File: src/rtl/sgmii_irq_pkg.sv
package sgmii_irq_pkg;
  localparam int OFS_W = 8;
  localparam logic [OFS_W-1:0] OFS_ANEG   = 8'h48;
  localparam logic [OFS_W-1:0] OFS_SPEED  = 8'h74;
  localparam logic [OFS_W-1:0] OFS_CMD    = 8'hAC;
  localparam logic [OFS_W-1:0] OFS_CLRSEL = 8'hB0;
  localparam logic [OFS_W-1:0] OFS_MASK   = 8'hB4;
  localparam logic [OFS_W-1:0] OFS_STAT   = 8'hB8;
  localparam logic [OFS_W-1:0] OFS_ALIGN  = 8'hD4;
  // field positions
  localparam int B_AN_EN    = 0;
  localparam int B_FRC_RX   = 4;
  localparam int B_FRC_TX   = 5;
  localparam int B_SPD_100  = 0;
  localparam int B_SPD_1000 = 1;
  localparam int B_DUPLEX   = 4;
  localparam int B_GCLR     = 0;
  localparam int B_ALIGN    = 6;

  typedef struct packed {
    logic an_en;
    logic frc_rx;
    logic frc_tx;
    logic spd100;
    logic spd1000;
    logic duplex;
  } link_cfg_t;

  function automatic logic ofs_defined(input logic [OFS_W-1:0] a);
    return (a == OFS_ANEG) || (a == OFS_SPEED) || (a == OFS_CMD) ||
           (a == OFS_CLRSEL) || (a == OFS_MASK) || (a == OFS_STAT) ||
           (a == OFS_ALIGN);
  endfunction
endpackage

File: src/rtl/sgmii_cfg_regs.sv
module sgmii_cfg_regs
  import sgmii_irq_pkg::*;
#(
  parameter int STAT_W = 8
) (
  input  logic              clk,
  input  logic              rst,
  input  logic              wr_en,
  input  logic [OFS_W-1:0]  addr,
  input  logic [7:0]        wdata,
  output link_cfg_t         cfg_q,
  output logic              gclr_q,
  output logic [STAT_W-1:0] clrsel_q,
  output logic [STAT_W-1:0] mask_q
);
  always_ff @(posedge clk) begin
    if (rst) begin
      cfg_q    <= '0;
      gclr_q   <= 1'b0;
      clrsel_q <= '0;
      mask_q   <= '0;
    end else if (wr_en) begin
      case (addr)
        OFS_ANEG: begin
          cfg_q.an_en  <= wdata[B_AN_EN];
          cfg_q.frc_rx <= wdata[B_FRC_RX];
          cfg_q.frc_tx <= wdata[B_FRC_TX];
        end
        OFS_SPEED: begin
          cfg_q.spd100  <= wdata[B_SPD_100];
          cfg_q.spd1000 <= wdata[B_SPD_1000];
          cfg_q.duplex  <= wdata[B_DUPLEX];
        end
        OFS_CMD:    gclr_q   <= wdata[B_GCLR];
        OFS_CLRSEL: clrsel_q <= wdata[STAT_W-1:0];
        OFS_MASK:   mask_q   <= wdata[STAT_W-1:0];
        default: ;
      endcase
    end
  end
endmodule

File: src/rtl/sgmii_irq_status.sv
module sgmii_irq_status #(
  parameter int STAT_W  = 8,
  parameter int CLR_DLY = 3
) (
  input  logic              clk,
  input  logic              rst,
  input  logic [STAT_W-1:0] evt,
  input  logic [STAT_W-1:0] clrsel,
  input  logic              gclr,
  output logic [STAT_W-1:0] status_q
);
  localparam int CNT_W = $clog2(CLR_DLY + 1);
  localparam logic [CNT_W-1:0] CNT_MAX  = CNT_W'(CLR_DLY);
  localparam logic [CNT_W-1:0] CNT_FIRE = CNT_W'(CLR_DLY - 1);

  logic [CNT_W-1:0]  cnt_q;
  logic              clr_active;
  logic [STAT_W-1:0] kill;

  assign clr_active = gclr && (cnt_q >= CNT_FIRE);

  generate
    for (genvar i = 0; i < STAT_W; i++) begin : g_kill
      assign kill[i] = clr_active & clrsel[i];
    end
  endgenerate

  always_ff @(posedge clk) begin
    if (rst) begin
      cnt_q <= '0;
    end else if (!gclr) begin
      cnt_q <= '0;
    end else if (cnt_q != CNT_MAX) begin
      cnt_q <= cnt_q + 1'b1;
    end
  end

  always_ff @(posedge clk) begin
    if (rst) status_q <= '0;
    else     status_q <= (status_q | evt) & ~kill;
  end
endmodule

File: src/rtl/sgmii_irq_regs.sv
module sgmii_irq_regs
  import sgmii_irq_pkg::*;
#(
  parameter int DATA_W  = 32,
  parameter int STAT_W  = 8,
  parameter int CLR_DLY = 3
) (
  input  logic              clk,
  input  logic              rst,
  input  logic              wr_en,
  input  logic              rd_en,
  input  logic [OFS_W-1:0]  addr,
  input  logic [DATA_W-1:0] wdata,
  output logic [DATA_W-1:0] rdata,
  input  logic [STAT_W-1:0] evt_in,
  input  logic              cdr_aligned_in,
  output logic              irq_out
);
  link_cfg_t         cfg_q;
  logic              gclr_q;
  logic [STAT_W-1:0] clrsel_q;
  logic [STAT_W-1:0] mask_q;
  logic [STAT_W-1:0] status_q;
  logic              align_q;
  logic [DATA_W-1:0] rd_mux;
  logic              wdata_unused_bits;

  assign wdata_unused_bits = ^wdata[DATA_W-1:8];

  sgmii_cfg_regs #(.STAT_W(STAT_W)) u_cfg (
    .clk(clk), .rst(rst), .wr_en(wr_en), .addr(addr), .wdata(wdata[7:0]),
    .cfg_q(cfg_q), .gclr_q(gclr_q), .clrsel_q(clrsel_q), .mask_q(mask_q)
  );

  sgmii_irq_status #(.STAT_W(STAT_W), .CLR_DLY(CLR_DLY)) u_stat (
    .clk(clk), .rst(rst), .evt(evt_in), .clrsel(clrsel_q), .gclr(gclr_q),
    .status_q(status_q)
  );

  always_comb begin
    rd_mux = '0;
    case (addr)
      OFS_ANEG: begin
        rd_mux[B_AN_EN]  = cfg_q.an_en;
        rd_mux[B_FRC_RX] = cfg_q.frc_rx;
        rd_mux[B_FRC_TX] = cfg_q.frc_tx;
      end
      OFS_SPEED: begin
        rd_mux[B_SPD_100]  = cfg_q.spd100;
        rd_mux[B_SPD_1000] = cfg_q.spd1000;
        rd_mux[B_DUPLEX]   = cfg_q.duplex;
      end
      OFS_CMD:    rd_mux[B_GCLR]       = gclr_q;
      OFS_CLRSEL: rd_mux[STAT_W-1:0]   = clrsel_q;
      OFS_MASK:   rd_mux[STAT_W-1:0]   = mask_q;
      OFS_STAT:   rd_mux[STAT_W-1:0]   = status_q;
      OFS_ALIGN:  rd_mux[B_ALIGN]      = align_q;
      default: ;
    endcase
  end

  always_ff @(posedge clk) begin
    if (rst) begin
      align_q <= 1'b0;
      irq_out <= 1'b0;
      rdata   <= '0;
    end else begin
      align_q <= cdr_aligned_in;
      irq_out <= |(status_q & mask_q);
      if (rd_en) rdata <= rd_mux;
    end
  end
endmodule

File: config.mk
export PLATFORM = sky130hd
export DESIGN_NAME = sgmii_irq_regs
export DESIGN_NICKNAME = d
export VERILOG_FILES = /design/src/rtl/sgmii_irq_pkg.sv /design/src/rtl/sgmii_cfg_regs.sv /design/src/rtl/sgmii_irq_status.sv /design/src/rtl/sgmii_irq_regs.sv
export SDC_FILE = /design/constraint.sdc
export NUM_CORES = 1
export LEC_CHECK = 0
export CORE_ASPECT_RATIO = 0.9
export CORE_MARGIN = 4
export CORE_UTILIZATION = 40
export DETAILED_ROUTE_END_ITERATION = 8
export PLACE_DENSITY = 0.73
export SYNTH_ARGS = -nofsm -noshare
export SYNTH_HDL_FRONTEND = slang
export SYNTH_HIERARCHICAL = 1
export SYNTH_SLANG_ARGS = --single-unit
File: constraint.sdc
create_clock -name clk -period 2.1 [get_ports clk]
set_input_delay 0.42 -clock clk [delete_from_list [all_inputs] [get_ports clk]]
set_output_delay 0.42 -clock clk [all_outputs]
set_load 0.03 [all_outputs]
==> impl_metrics.env, run 1 <==
export IMPL_cts_root_buf="clkbuf_8"
export IMPL_met1_usage=0.2185
export IMPL_worstPathRequired_ns=2.32
export IMPL_dp_cells=355
export IMPL_power_density_nw_per_um2=601.5
export IMPL_drv_cap=0
export IMPL_ir_drop_v=0.0004202
export IMPL_coreArea_um2=5725
export IMPL_cts_tree="yes"
export IMPL_ant_nets=0
export IMPL_grt_pass1_wl_mm=8.445
export IMPL_clkLatencyLatePin_ns=0.29
export IMPL_clock_fmax_mhz=563.4
export IMPL_finalWorstSetupSlack_ns=0.3250
export IMPL_min_path_cells=2
export IMPL_timing_rr_start="u_stat/cnt_q[0]$_SDFFE_PP0P_"
export IMPL_place_congestion=0.8053
export IMPL_slew_violations=0
export IMPL_worstMarginPinSlew_ns=0.5411
export IMPL_clk_pin_slew_ns=0.08
export IMPL_min_from="rdata[3]$_SDFFE_PP0P_"
export IMPL_final_cells=362
export IMPL_placed_cell_area_um2=2785
export IMPL_row_count=26
export IMPL_antenna_found_initial=0
export IMPL_start_kind="primary input"
export IMPL_synthesis_area_um2=2372
export IMPL_area_growth_pct=21.89
export IMPL_reg2reg_depth=4
export IMPL_async_flop_share=0
export IMPL_layout_drive_gt1_share=0.1438
export IMPL_cts_sinks=43
export IMPL_worstSetupEndpointType="flop"
export IMPL_portBuffers=37
export IMPL_period_share=0.8452
export IMPL_io_pins=86
export IMPL_power_total_mw=1.739
export IMPL_routed_via_density=5.052
export IMPL_critPathMaxFanout=9
export IMPL_setup_viol=0
export IMPL_seq_area_um2=860.8
export IMPL_grt_max_degree=21
export IMPL_critPathArrivalTime_ns=2.00
export IMPL_avgSynthCellArea_um2=9.643
export IMPL_use_met3=0.03144
export IMPL_grt_ovfl_total=0
export IMPL_timing_rr_end="u_stat/status_q[6]$_SDFF_PP0_"
export IMPL_dieArea_um2=7229
export IMPL_synthFlopType="dfxtp_1"
export IMPL_cts_hold_buf=0
export IMPL_cts_max_level=2
export IMPL_synth_seq_cells=43
export IMPL_cts_buffer_depth=2
export IMPL_die_height_um=81.06
export IMPL_drtPass1Iterations=4
export IMPL_routed_wl_mm=5.295
export IMPL_initial_core_util=0.4143
export IMPL_whs_ns=0.4764
export IMPL_fin_util=0.5050
export IMPL_vias=1829
export IMPL_critPathKind="in2reg"
export IMPL_drc=0
export IMPL_fillers=556
export IMPL_drt_iter0_drc=118
export IMPL_cts_buffers=5
export IMPL_grt_use_total=0.1512
export IMPL_rrSetupSlack_ns=0.88
export IMPL_rsz0062_at_grt="false"
export IMPL_synth_cell_types=48
export IMPL_wl_per_cell_um=14.63
export IMPL_multiInputGateArea_um2=1354
export IMPL_dpl_hpwl_mm=4.034
export IMPL_grt_busiest_layer="met2"
export IMPL_setup_tns_ns=0
export IMPL_die_w_um=89.18
export IMPL_fin_area_um2=2892
export IMPL_slew_limit_headroom=0.6382
export IMPL_dp_slack_ns=0.02394
export IMPL_n_antenna_cell=0
export IMPL_report_final_hold_viol_count=0
export IMPL_first_global_vias=1721
export IMPL_whs_endpoint="rdata[3]$_SDFFE_PP0P_"
export IMPL_cts_resized_gates=0
export IMPL_p_leak_nw=1.136
export IMPL_post_cts_buffers=0
export IMPL_outcome="complete, no violations"
export IMPL_ys_warn_count=6
export IMPL_syn_instance_count=246
export IMPL_synth_edf_count=0
export IMPL_yosysSeqAreaShare=0.3629
export IMPL_layout_nets=347
export IMPL_final_min_clock_period_ns=1.775
export IMPL_fin_skew_ns=0.007618
export IMPL_worstHoldPathType="reg2reg"
export IMPL_met2_usage=0.2290
[state kept, by name (all words and copies together), names as in the netlist]
signal,count
align_q,1
irq_out,1
rdata,8
u_cfg/cfg_q,6
u_cfg/clrsel_q,8
u_cfg/gclr_q,1
u_cfg/mask_q,8
u_stat/cnt_q,2
u_stat/status_q,8
[kinds of logic after synthesis]
family | count (synthesis) | share of synthesized area
adder cells (fa/ha/maj) | 2 | 0.01055
AO/OA/AOI/OAI | 38 | 0.1403
buffers and inverters | 37 | 0.1029
XOR/XNOR | 1 | 0.003693
AND/OR/NAND/NOR | 96 | 0.2595
flip-flops | 43 | 0.3629
multiplexers | 28 | 0.1187
other | 1 | 0.001581
[synthesized netlist by cell type, types with 2 or more instances]
master	n	area share
nand4b_1	2	0.0074
a211oi_2	8	0.042
a21oi_1	5	0.011
a22oi_1	5	0.016
nand3_1	4	0.0084
and3_1	2	0.0053
nand2_1	4	0.0063
and3_2	2	0.0063
nor2_1	19	0.030
ha_1	2	0.011
mux2i_1	27	0.11
nor2b_1	5	0.013
clkbuf_1	5	0.0079
nand2b_1	36	0.095
nor3b_1	5	0.016
a311oi_1	3	0.011
o21ai_1	3	0.0063
a22o_1	3	0.011
dfxtp_1	43	0.36
o2bb2ai_1	3	0.011
buf_4	26	0.082
and3b_1	2	0.0074
buf_2	3	0.0063
inv_1	2	0.0032
nand4_1	4	0.011
[report_power, final]
part / leakage (nW) / switching, mW / internal (mW)
Clock: 0.0502 / 0.280 / 0.348
Sequential: 0.350 / 0.0143 / 0.832
Combinational: 0.735 / 0.152 / 0.114
[per-layer routing]
layer  share of wire  vias to the layer above
met5               0                        -
met3           0.069                        6
met4          0.0087                        0
met2            0.43                       62
met1            0.49                      844
li1                -                      917
[layout make-up]
cell class / instances / area share
clock buffers: 5 / 0.02380
clock inverters: 2 / 0.01298
inverters: 2 / 0.002596
multi-input cells: 189 / 0.4682
flip-flops and latches: 43 / 0.2977
well taps: 70 / 0.03029
repair buffers: 51 / 0.1644
[worst max-delay path: stages]
cell             delay (ns)
clkdlybuf4s50_1        0.59
and3b_1                0.40
and3_1                 0.35
mux2i_1                0.23
[worst max-delay path by stage]
stage                       start  cells after the start                           end
after floorplan           addr[1]                      5         rdata[4]$_SDFFE_PP0P_
after CTS                 addr[3]                      4  u_cfg/mask_q[3]$_SDFFE_PP0P_
after global placement    addr[6]                      5         rdata[0]$_SDFFE_PP0P_
after detailed placement  addr[3]                      4  u_cfg/mask_q[3]$_SDFFE_PP0P_
after global routing      addr[3]                      4  u_cfg/mask_q[3]$_SDFFE_PP0P_
final                     addr[3]                      4  u_cfg/mask_q[3]$_SDFFE_PP0P_
[layout by cell type (no fill, tap or decap), drive strengths merged, types with 2 or more instances in the layout]
cell type / instances
a21oi: 5
mux2i: 27
clkbuf: 5
o2bb2ai: 3
o21ai: 4
a22oi: 5
nand4: 4
dfxtp: 43
nand2b: 36
buf: 14
nor3b: 6
a22o: 3
nand2: 4
clkdlybuf4s50: 37
nand4b: 3
a311oi: 4
nor2b: 5
or2: 2
inv: 2
ha: 2
nand3: 5
and3: 4
a211oi: 9
nor2: 20
conb: 24
and3b: 2
No activity file was read; power rests on OpenSTA's default activity.
==> inputs of run 2 (changes only) <==
--- a/config.mk
+++ b/config.mk
@@ -9,7 +9,7 @@
 export CORE_MARGIN = 4
 export CORE_UTILIZATION = 40
 export DETAILED_ROUTE_END_ITERATION = 8
-export PLACE_DENSITY = 0.73
+export PLACE_DENSITY = 0.76
 export SYNTH_ARGS = -nofsm -noshare
 export SYNTH_HDL_FRONTEND = slang
 export SYNTH_HIERARCHICAL = 1
==> constraint.sdc (replaced) <==
create_clock -name clk -period 1.56 [get_ports clk]
set_input_delay 0.312 -clock clk [delete_from_list [all_inputs] [get_ports clk]]
set_output_delay 0.312 -clock clk [all_outputs]
set_load 0.03 [all_outputs]
==> run 2 against run 1 <==
- total power is 27% higher
- combinational power is 39% higher
- via count is 1.9% higher
- worst hold slack worse by 0.0046 ns
==> impl_metrics.env, run 2 (synthesis gave the netlist of run 1 again) <==
export IMPL_critPathMaxFanout=7
export IMPL_max_stage_delay_ns=0.48
export IMPL_io_pins=86
export IMPL_dp_slack_ns=-0.3862
export IMPL_clock_fmax_mhz=663.0
export IMPL_place_congestion=0.8624
export IMPL_clk_pin_slew_ns=0.08
export IMPL_timing_rr_start="u_stat/cnt_q[0]$_SDFFE_PP0P_"
export IMPL_die_w_um=89.18
export IMPL_slew_violations=0
export IMPL_portBuffers=37
export IMPL_die_height_um=81.06
export IMPL_min_from="rdata[2]$_SDFFE_PP0P_"
export IMPL_period_share=0.9668
export IMPL_layout_drive_gt1_share=0.1729
export IMPL_routed_via_density=5.107
export IMPL_crit_cells=4
export IMPL_initial_core_util=0.4143
export IMPL_whs_ns=0.4718
export IMPL_drv_cap=0
export IMPL_setup_viol=0
export IMPL_dieArea_um2=7229
export IMPL_clkLatencyLatePin_ns=0.31
export IMPL_grt_pass1_wl_mm=8.576
export IMPL_routed_wl_mm=5.586
export IMPL_cts_sinks=43
export IMPL_final_common_cell="dfxtp_1"
export IMPL_slowest_stage="clkdlybuf4s50_1"
export IMPL_cts_max_level=2
export IMPL_drt_iter0_drc=106
export IMPL_setup_tns_ns=0
export IMPL_n_antenna_cell=0
export IMPL_finalWorstSetupSlack_ns=0.05178
export IMPL_ir_drop_v=0.0005159
export IMPL_report_final_hold_viol_count=0
export IMPL_cp_top_family="simple AND/OR/NAND/NOR gates"
export IMPL_p_leak_nw=1.225
export IMPL_cts_root_buf="clkbuf_8"
export IMPL_grt_max_degree=42
export IMPL_fin_util=0.5142
export IMPL_critPathKind="in2reg"
export IMPL_path_cells="clkdlybuf4s50_1 > nor3b_4 > and4_1 > mux2i_1"
export IMPL_reg2reg_depth=4
export IMPL_first_global_vias=1691
export IMPL_endpoint="u_cfg/cfg_q[5]$_SDFFE_PP0P_"
export IMPL_cts_tree="yes"
export IMPL_row_count=26
export IMPL_coreArea_um2=5725
export IMPL_antenna_found_initial=0
export IMPL_worstPathRequired_ns=1.80
export IMPL_worstHoldPathType="reg2reg"
export IMPL_timing_rr_end="u_stat/status_q[7]$_SDFF_PP0_"
export IMPL_ant_nets=0
export IMPL_grt_ovfl_total=0
export IMPL_vias=1864
export IMPL_rrSetupSlack_ns=0.33
export IMPL_drtPass1Iterations=4
export IMPL_power_density_nw_per_um2=750.5
export IMPL_area_growth_pct=24.10
export IMPL_final_cell_mix="dfxtp_1, nand2b_1, mux2i_1"
export IMPL_outcome="complete, no violations"
export IMPL_cts_buffer_depth=2
export IMPL_cts_buffers=5
export IMPL_rsz0062_at_grt="true"
export IMPL_dpl_hpwl_mm=4.060
export IMPL_fin_skew_ns=0.006244
export IMPL_fillers=554
export IMPL_wl_per_cell_um=15.30
export IMPL_drc=0
export IMPL_final_min_clock_period_ns=1.508
export IMPL_start_kind="primary input"
export IMPL_critPathArrivalTime_ns=1.75
export IMPL_worstSetupEndpointType="flop"
export IMPL_layout_nets=349
export IMPL_startpoint="addr[1]"
export IMPL_grt_use_total=0.1574
export IMPL_crit_buf_inv=1
## run 2: worst reg2reg max path: stages (launching register included)
cell      delay, ns
dfxtp_1        0.38
inv_1          0.06
ha_1           0.21
o21a_4         0.27
a211oi_2       0.24
## run 2: report_power, final
group	internal (mW)	leakage (nW)	switching (mW)	total [mW]
clock network	0.315	0.0422	0.388	0.702
registers	1.12	0.350	0.0176	1.14
logic	0.157	0.833	0.213	0.370
## run 2: through the flow
stage               instance area [um2]  total power [mW]  std cells
finish                             2944             2.209        365
global route                       2944             2.303        365
CTS                                2899             2.220        364
detailed placement                 2818             1.527        356
global placement                   2818             1.522        356
floorplan                          2459             1.411        269
## run 2: metal layers
layer	share of wire	GRT usage	vias to the layer above
li1	-	-	923
met3	0.087	0.03753	10
met2	0.44	0.2283	72
met1	0.46	0.2176	859
met5	0	0	-
met4	0.020	0.07589	0
## run 2: final cells by class
cell class,instances,area (um2),area share
clock buffers,7,76.32,0.02592
clock inverters,1,5.005,0.001700
inverters,2,7.507,0.002550
multi-input cells,189,1396,0.4743
flip-flops and latches,43,860.8,0.2924
well taps,70,87.58,0.02975
repair buffers,53,510.5,0.1734
## run 2: how the worst min path moves through the flow
| stage | to | slack [ns] | cells after the start |
|---|---|---|---|
| after floorplan | align_q$_SDFF_PP0_ | 0.44 | 1 |
| after global placement | rdata[2]$_SDFFE_PP0P_ | 0.46 | 2 |
| after detailed placement | u_cfg/cfg_q[4]$_SDFFE_PP0P_ | 0.46 | 2 |
| after CTS | rdata[2]$_SDFFE_PP0P_ | 0.48 | 2 |
| after global routing | rdata[7]$_SDFFE_PP0P_ | 0.51 | 2 |
| final | rdata[2]$_SDFFE_PP0P_ | 0.47 | 2 |
## run 2: what timing repair did
| action | 4_1_cts | 5_1_grt |
|---|---|---|
| setup endpoints to repair | 19 | 18 |
| hold buffers | 0 | 0 |
| pin swaps | 0 | 2 |
| gates cloned | 0 | 1 |
| endpoints found under the hold margin | 0 | 0 |
| setup buffers | 0 | 0 |
| resized for setup | 13 | 12 |
==> inputs of run 3 (changes only) <==
--- a/config.mk
+++ b/config.mk
@@ -5,11 +5,13 @@
 export SDC_FILE = /design/constraint.sdc
 export NUM_CORES = 1
 export LEC_CHECK = 0
-export CORE_ASPECT_RATIO = 0.9
+export ABC_AREA = 1
+export CELL_PAD_IN_SITES_DETAIL_PLACEMENT = 0
+export CELL_PAD_IN_SITES_GLOBAL_PLACEMENT = 1
 export CORE_MARGIN = 4
-export CORE_UTILIZATION = 40
+export CORE_UTILIZATION = 28
 export DETAILED_ROUTE_END_ITERATION = 8
-export PLACE_DENSITY = 0.76
+export PLACE_DENSITY_LB_ADDON = 0.1
 export SYNTH_ARGS = -nofsm -noshare
 export SYNTH_HDL_FRONTEND = slang
 export SYNTH_HIERARCHICAL = 1
==> run 3 against run 2 <==
- register-to-register slack better by 0.18 ns
- sequential power barely moved
- combinational power grew 8.1%
- via count is 29% higher
- global-route usage shrank 2.2 points
- cell area rose by 9.2%
- area after synthesis increased by 6.0%
- critical path type unchanged
- largest cell class unchanged
==> impl_metrics.env, run 3 <==
export IMPL_outcome="complete, no violations"
export IMPL_final_cells=555
export IMPL_clock_fmax_mhz=694.1
export IMPL_cts_buffers=5
export IMPL_ys_warn_count=6
export IMPL_portBuffers=37
export IMPL_setup_viol=0
export IMPL_synth_most_common_cell="nand2_1"
export IMPL_synthesis_area_um2=2514
export IMPL_final_common_cell="nand2_1"
export IMPL_grt_ovfl_total=0
export IMPL_multiInputGateArea_um2=1296
export IMPL_p_leak_nw=1.540
export IMPL_routed_wl_mm=6.813
export IMPL_seq_area_um2=860.8
export IMPL_finalWorstSetupSlack_ns=0.1194
export IMPL_io_pins=86
export IMPL_clk_pin_slew_ns=0.09
export IMPL_drtPass1Iterations=4
export IMPL_die_w_um=102.8
export IMPL_wl_per_cell_um=12.28
export IMPL_min_path_cells=2
export IMPL_critPathMaxFanout=6
export IMPL_cts_max_level=2
export IMPL_cts_root_buf="clkbuf_8"
export IMPL_period_share=0.9235
export IMPL_async_flop_share=0
export IMPL_max_stage_delay_ns=0.51
export IMPL_coreArea_um2=8721
export IMPL_critPathMostFrequentCell="nand2_1"
export IMPL_grt_use_total=0.1357
export IMPL_dp_slack_ns=-0.2555
export IMPL_n_antenna_cell=0
export IMPL_power_density_nw_per_um2=715.5
export IMPL_synth_top_area_cell="dfxtp_1"
export IMPL_ir_drop_v=0.0003013
export IMPL_path_cells="clkdlybuf4s50_1 > inv_1 > nand2_1 > nor2_2 > nand2_1 > inv_2 > nand2_1 > nand3_1 > nand2_1 > a21oi_1"
export IMPL_synth_cell_types=24
export IMPL_slew_violations=0
export IMPL_initial_core_util=0.2882
export IMPL_whs_ns=0.4666
export IMPL_critPathKind="in2reg"
export IMPL_worstSetupEndpointType="flop"
export IMPL_area_growth_pct=27.87
export IMPL_start_kind="primary input"
export IMPL_first_global_vias=2231
export IMPL_antenna_found_initial=0
export IMPL_cts_tree="yes"
export IMPL_final_cell_mix="nand2_1, nor2_1, nand3_1"
export IMPL_syn_instance_count=383
export IMPL_vias=2411
export IMPL_fillers=974
export IMPL_cts_sinks=43
export IMPL_report_final_hold_viol_count=0
export IMPL_routed_via_density=4.344
export IMPL_clkLatencyLatePin_ns=0.30
export IMPL_fin_util=0.3686
export IMPL_reg2reg_depth=7
export IMPL_layout_nets=501
export IMPL_grt_pass1_wl_mm=11.19
export IMPL_synthTopCellsByArea="dfxtp_1, nand2_1, nand3_1"
export IMPL_rsz0062_at_grt="false"
export IMPL_synthTopCellsByCount="nand2_1, nor2_1, nand3_1"
export IMPL_dp_cells=547
export IMPL_cts_hold_buf=0
export IMPL_critPathArrivalTime_ns=1.68
export IMPL_place_congestion=0.7791
export IMPL_row_count=34
export IMPL_setup_tns_ns=0
export IMPL_layout_drive_gt1_share=0.1298
export IMPL_ant_nets=0
export IMPL_worstHoldPathType="reg2reg"
export IMPL_yosysSeqAreaShare=0.3425
export IMPL_drv_cap=0
export IMPL_synth_edf_count=0
export IMPL_synthFlopType="dfxtp_1"
export IMPL_cts_buffer_depth=2
export IMPL_die_height_um=102.8
export IMPL_slowest_stage="clkdlybuf4s50_1"
export IMPL_fin_skew_ns=0.009323
export IMPL_drc=0
export IMPL_synth_seq_cells=43
export IMPL_final_min_clock_period_ns=1.441
export IMPL_dpl_hpwl_mm=5.210
export IMPL_rrSetupSlack_ns=0.51
export IMPL_worstPathRequired_ns=1.80
export IMPL_grt_max_degree=33
export IMPL_dieArea_um2=10560
export IMPL_synth_top_area_share=0.3425
export IMPL_drt_iter0_drc=84
export IMPL_avgSynthCellArea_um2=6.563
[run 3: critical path: cells and delay by family]
family / cells / cell delay, ns
compound gates: 1 / 0.12
simple gates: 6 / 0.49
buf+inv: 3 / 0.75
[run 3: logic make-up after synthesis]
| group | after synthesis | synth area share |
|---|---|---|
| and+or+nand+nor | 221 | 0.3868 |
| adders and majority gates | 2 | 0.009954 |
| buffers and inverters | 78 | 0.1762 |
| other | 1 | 0.001492 |
| DFF | 43 | 0.3425 |
| AOI/OAI and AO/OA | 38 | 0.08313 |
[run 3: power breakdown]
| part | leakage [nW] | internal [mW] | switching, mW | total, mW |
|---|---|---|---|---|
| clock network | 0.0408 | 0.321 | 0.443 | 0.764 |
| logic | 1.15 | 0.160 | 0.240 | 0.400 |
| registers | 0.350 | 1.12 | 0.0160 | 1.14 |
| total | 1.54 | 1.60 | 0.699 | 2.30 |
[run 3: area by class of cell]
type	count	share of cell area
Multi-Input combinational cell	285	0.4033
Sequential cell	43	0.2678
Timing Repair Buffer	69	0.2090
Inverter	42	0.04905
Tap cell	108	0.04204
Clock buffer	5	0.02141
Clock inverter	3	0.007396
[run 3: worst paths after layout]
path                                                   start                            end
worst max-delay path                                 addr[2]          rdata[3]$_SDFFE_PP0P_
worst min-delay path                   rdata[1]$_SDFFE_PP0P_          rdata[1]$_SDFFE_PP0P_
worst min register to register         rdata[1]$_SDFFE_PP0P_          rdata[1]$_SDFFE_PP0P_
worst max register to register  u_stat/cnt_q[0]$_SDFFE_PP0P_  u_stat/status_q[6]$_SDFF_PP0_
[run 3: through the flow]
step	total power, mW	cell area [um2]
4_1_cts	2.326	3204
3_5_place_dp	1.568	3123
5_1_grt	2.407	3214
2_1_floorplan	1.427	2600
6_report	2.300	3214
3_3_place_gp	1.569	3123
[run 3: repair_timing]
action | CTS | global route
endpoints found under the hold margin | 0 | 0
cloned | 0 | 0
gates resized for setup | 9 | 4
setup buffers | 0 | 0
setup endpoints to repair | 9 | 13
[run 3: metal layers]
| layer | vias up | global-route usage | wire length (um) |
|---|---|---|---|
| li1 | 1287 | - | - |
| met1 | 1071 | 0.2021 | 3613 |
| met2 | 49 | 0.2026 | 2793 |
| met3 | 4 | 0.02368 | 350 |
| met4 | 0 | 0.03386 | 55 |
| met5 | - | 0 | 0 |
